[src/rtl/mand_pkg.sv]
package mand_pkg;

   // Widest word the library accepts. It keeps the elaborated gate count small.
   localparam int unsigned MAND_MAX_WIDTH = 1024;

   // Shares of one masked bit
   typedef struct packed {
      logic val;   // masked value
      logic msk;   // its mask
   } mand_share_t;

endpackage

[src/rtl/mand_bit.sv]
// Masked AND for one bit. The output mask enters the chain before any
// cross product, so every partial sum stays masked.
module mand_bit
   import mand_pkg::*;
(
   input  mand_share_t op_a,
   input  mand_share_t op_b,
   input  logic        fresh,
   output logic        q_masked
);
   logic p_mask_mask;
   logic p_mb_am;
   logic p_bm_ma;
   logic p_val_val;
   logic acc_0;
   logic acc_1;
   logic acc_2;

   assign p_mask_mask = op_a.msk & op_b.msk;
   assign p_mb_am     = op_b.msk & op_a.val;
   assign p_bm_ma     = op_b.val & op_a.msk;
   assign p_val_val   = op_a.val & op_b.val;

   assign acc_0    = fresh ^ p_mask_mask;
   assign acc_1    = acc_0 ^ p_mb_am;
   assign acc_2    = acc_1 ^ p_bm_ma;
   assign q_masked = acc_2 ^ p_val_val;
endmodule

[src/rtl/mand_word.sv]
// Replicates the masked AND bit slice across the word.
module mand_word
   import mand_pkg::*;
#(
   parameter int unsigned WIDTH = 8
) (
   input  logic [WIDTH-1:0] am,
   input  logic [WIDTH-1:0] ma,
   input  logic [WIDTH-1:0] bm,
   input  logic [WIDTH-1:0] mb,
   input  logic [WIDTH-1:0] mq,
   output logic [WIDTH-1:0] q_comb
);
   for (genvar i = 0; i < WIDTH; i++) begin : g_slice
      mand_share_t sa;
      mand_share_t sb;
      assign sa.val = am[i];
      assign sa.msk = ma[i];
      assign sb.val = bm[i];
      assign sb.msk = mb[i];
      mand_bit u_bit (
         .op_a     (sa),
         .op_b     (sb),
         .fresh    (mq[i]),
         .q_masked (q_comb[i])
      );
   end
endmodule

[src/rtl/mand_out_reg.sv]
// Output stage: the masked result and its mask are captured together.
module mand_out_reg #(
   parameter int unsigned WIDTH = 8
) (
   input  logic             clk,
   input  logic             rst,
   input  logic             load,
   input  logic [WIDTH-1:0] q_in,
   input  logic [WIDTH-1:0] m_in,
   output logic             vld_q,
   output logic [WIDTH-1:0] q_q,
   output logic [WIDTH-1:0] m_q
);
   always_ff @(posedge clk) begin
      if (rst) begin
         vld_q <= 1'b0;
         q_q   <= '0;
         m_q   <= '0;
      end else begin
         vld_q <= load;
         if (load) begin
            q_q <= q_in;
            m_q <= m_in;
         end
      end
   end
endmodule

[src/rtl/mand_unmask.sv]
// Test-only recombination. It is gated by an enable, and a parameter can remove it.
module mand_unmask #(
   parameter int unsigned WIDTH   = 8,
   parameter bit          PRESENT = 1'b1
) (
   input  logic             en,
   input  logic [WIDTH-1:0] q_masked,
   input  logic [WIDTH-1:0] q_mask,
   output logic [WIDTH-1:0] plain
);
   if (PRESENT) begin : g_open
      assign plain = en ? (q_masked ^ q_mask) : '0;
   end else begin : g_tied
      logic unused_ok;
      assign unused_ok = ^{en, q_masked, q_mask};
      assign plain     = '0;
   end
endmodule

[src/rtl/masked_and_word.sv]
module masked_and_word
   import mand_pkg::*;
#(
   parameter int unsigned WIDTH       = 8,
   parameter bit          TST_PORT_EN = 1'b1
) (
   input  logic             clk,
   input  logic             rst,
   input  logic             in_valid,
   input  logic [WIDTH-1:0] am,
   input  logic [WIDTH-1:0] ma,
   input  logic [WIDTH-1:0] bm,
   input  logic [WIDTH-1:0] mb,
   input  logic [WIDTH-1:0] mq,
   output logic             out_valid,
   output logic [WIDTH-1:0] qm,
   output logic [WIDTH-1:0] mq_out,
   input  logic             tst_en,
   output logic [WIDTH-1:0] tst_plain
);
   if (WIDTH < 1 || WIDTH > MAND_MAX_WIDTH) begin : g_bad_width
      $error("masked_and_word: WIDTH out of range");
   end

   logic [WIDTH-1:0] q_comb;

   mand_word #(.WIDTH(WIDTH)) u_word (
      .am     (am),
      .ma     (ma),
      .bm     (bm),
      .mb     (mb),
      .mq     (mq),
      .q_comb (q_comb)
   );

   mand_out_reg #(.WIDTH(WIDTH)) u_reg (
      .clk   (clk),
      .rst   (rst),
      .load  (in_valid),
      .q_in  (q_comb),
      .m_in  (mq),
      .vld_q (out_valid),
      .q_q   (qm),
      .m_q   (mq_out)
   );

   mand_unmask #(.WIDTH(WIDTH), .PRESENT(TST_PORT_EN)) u_tst (
      .en       (tst_en),
      .q_masked (qm),
      .q_mask   (mq_out),
      .plain    (tst_plain)
   );
endmodule

[config.mk]
export PLATFORM = sky130hd
export DESIGN_NAME = masked_and_word
export DESIGN_NICKNAME = d
export VERILOG_FILES = /design/src/rtl/mand_pkg.sv /design/src/rtl/mand_bit.sv /design/src/rtl/mand_word.sv /design/src/rtl/mand_out_reg.sv /design/src/rtl/mand_unmask.sv /design/src/rtl/masked_and_word.sv
export SDC_FILE = /design/constraint.sdc
export NUM_CORES = 1
export LEC_CHECK = 0
export BUFFER_PORTS_ARGS = -buffer_cell sky130_fd_sc_hd__buf_2
export CORE_ASPECT_RATIO = 0.75
export CORE_MARGIN = 8
export CORE_UTILIZATION = 40
export CTS_CLUSTER_SIZE = 14
export DETAILED_ROUTE_END_ITERATION = 16
export MAX_ROUTING_LAYER = met4
export PLACE_DENSITY = 0.86
export SYNTH_ARGS = -nofsm -noshare
export SYNTH_HDL_FRONTEND = slang
export SYNTH_HIERARCHICAL = 1
export SYNTH_SLANG_ARGS = --single-unit
export TNS_END_PERCENT = 50
[constraint.sdc]
create_clock -name clk -period 1.6 [get_ports clk]
set_input_delay 0.08 -clock clk [delete_from_list [all_inputs] [get_ports clk]]
set_output_delay 0.08 -clock clk [all_outputs]
set_load 0.1 [all_outputs]
==> impl_results.md <==
* IO Count at 69
* Non-Filler Instances at 204
* Req. time, crit path at 1.52 ns
* Cell Chain, Critical Path: xor2_1 -> and2_2 -> buf_2
* Pint at 720 uW
* Type of the worst setup path: reg -> out
* Proportion of power drawn by combinational gates at 47.5%
* Number of max-cap violations at 0
* Power per standard cell area at 1000 nW/um2
* Final worst slack at 0.0896 ns
* Crit path DAT at 1.43 ns
* Gate Count Post-Synth at 102
* Clk_skew at 0 ns
* CTS hold repair buffers at 0
* Gp weighted congestion at 0.762
* Initial antenna violation count at 0
* Post-synthesis sequential area ratio at 35.1%
* RSZ-0062 raised after global routing: false
* Nets at 215
* HPWL Detailed at 2.17 mm
* Leakage at 0.000774 uW
* Crit-path leading delay family: buffers and inverters
* Synth Area per Inst at 9.49 um2
* #FFs+latches synth at 17
* Crit path largest cell delay at 0.42 ns
* First-pass GRT wire length at 4.37 mm
* Area share of the largest cell type after synthesis at 35.1%
* Starting Density at 42.3%
* Fillers at 209
* Drt first-iter violations at 46
* H-tree Lvls at 1
* Area delta synth->final at 40.6%
* Post-Syn Area at 968 um2
* Synth Net Count at 146
* Post-route DRC at 0
* Post-synth cell types at 11
* Worst Max-Slew Pin Slew at 0.498 ns
* Layout cells sized above 1 at 53.5%
* Largest area contributor in the synthesized netlist: dfxtp_1
* Commonest non-fill, non-tap cells in the layout: buf_2, xor2_1, mux2i_1, nor2_1, dfxtp_2
* Sw Pwr at 648 uW
* Port Buf Inserts at 68
* Die height at 58.6 um
* Post-CTS Setup Bufs at 0
* Detailed-route via count at 899
* Clock buffer depth at 2
* Hold Fails Final Rpt at 0
* Critical path endpoint category: output pin
* Worst skew pair latency at 0.28 ns
* WL/cell at 12.9 um
* Clock sinks at 17
* Site row count at 15
* Switching share of total power at 47.4%
* CTS tree: built
* GRT overflow at 0
* Max Fclk at 662 MHz
* Post-route minimum period at 1.51 ns
* Final slew viol count at 0
* Worst VDD drop at 0.000497 V
* # setup viols final at 0
* Setup TNS at 0 ns
* Placed Cells at 200
* Vias in the first global route at 1012
* Pre-antenna DRT Iters at 4
* Slew margin rel. at 67.0%
* DR vias/cell at 4.41
* Routed wire length at 2.62 mm
* Placeable Area at 2290 um2
* TritonCTS Buffers at 3
* Dpl ws at 0.449 ns
* Status: finished, final reports clean
* Commonest non-fill, non-tap cell in the layout: buf_2
* Crit path max fanout at 3
* Synth area leaders: dfxtp_1, xor2_1, mux2i_1
* Worst-path clk slew at 0.10 ns
* Clk Tree Root Cell: clkbuf_4
* Hold Crit Class: in -> reg
* Detail Route Antenna Nets at 0
* Number of diodes at 0
* Buf+Inv Stages, Crit Path at 1
* Largest net degree at the start of global routing at 18
* Post-CTS sizing at 0
* Die Wd at 72.8 um
* Yosys warns at 6
* Die ar. at 4270 um2
* Total Routing Usage GR at 12.9%
* CP startpoint kind: flop
* Fin crit share at 94.4%
* Share of total power in the clock network at 16.9%
* Flop pwr share at 35.6%
* Crit-path slowest cell: buf_2
==> Yosys cell counts <==
| library cell | n |
|---|---|
| buf_12 | 1 |
| buf_2 | 2 |
| mux2i_1 | 16 |
| nor2b_1 | 1 |
| nand2_1 | 8 |
| xor2_1 | 24 |
| dfxtp_1 | 17 |
| xnor2_1 | 8 |
| nor2_1 | 16 |
| buf_6 | 1 |
| and2_1 | 8 |
==> layout make-up <==
| class | instances | area [um2] | share of cell area [%] |
|---|---|---|---|
| clock buffers | 4 | 26.3 | 1.93 |
| well taps | 34 | 42.5 | 3.12 |
| flip-flops and latches | 17 | 355 | 26.1 |
| repair buffers | 68 | 340 | 25.0 |
| multi-input cells | 81 | 597 | 43.8 |
==> cell families (layout without fill, tap and decap cells) <==
logic type,count (synthesis),in the layout,synth area share [%]
simple gates,33,33,15.1
mux,16,16,16.5
flops,17,17,35.1
buf+inv,4,72,4.26
xor+xnor,32,32,28.9
==> per-layer routing <==
metal / share of wire, % / GRT usage (%) / up-vias
met5: 0 / - / -
met4: 0.61 / 3.41 / 0
met3: 6.1 / 3.56 / 2
met2: 51 / 22.6 / 40
met1: 43 / 14.1 / 403
li1: - / - / 454
==> registers in the layout, summed over array words and instances, names as in the netlist <==
signal,count
u_reg/m_q,8
u_reg/q_q,8
u_reg/vld_q,1
==> final timing paths <==
kind	start	to	slack (ns)	depth (start not counted)
worst min register to register	u_reg/m_q[7]	u_reg/m_q[7]	0.52	2
worst min-delay path	mq[7]	u_reg/m_q[7]	0.05	3
worst max-delay path	u_reg/q_q[4]	tst_plain[4]	0.09	3
worst max register to register	u_reg/m_q[3]	u_reg/m_q[3]	0.95	2
==> stage by stage <==
stage          power (uW)  hold WS (ns)  cell area (um2)  utilization, %
5_1_grt              1450        0.0477             1360            59.5
6_report             1370        0.0536             1360            59.5
3_3_place_gp         1140         0.338             1340            58.3
2_1_floorplan        1020         0.227              993               -
4_1_cts              1390        0.0432             1360            59.5
3_5_place_dp         1150         0.356             1340            58.3
==> worst register-to-register path, stage by stage, from the launching register on <==
cell and delay [ns]:
dfxtp_2 0.34, mux2i_1 0.14, nor2_1 0.05
==> power groups by stage <==
stage               combinational (uW)  clock (uW)  sequential [uW]
floorplan                          294           0              729
finish                             650         231              487
detailed placement                 654           0              497
CTS                                655         247              487
global placement                   643           0              494
global route                       686         269              492
No activity file was read; power rests on OpenSTA's default activity.
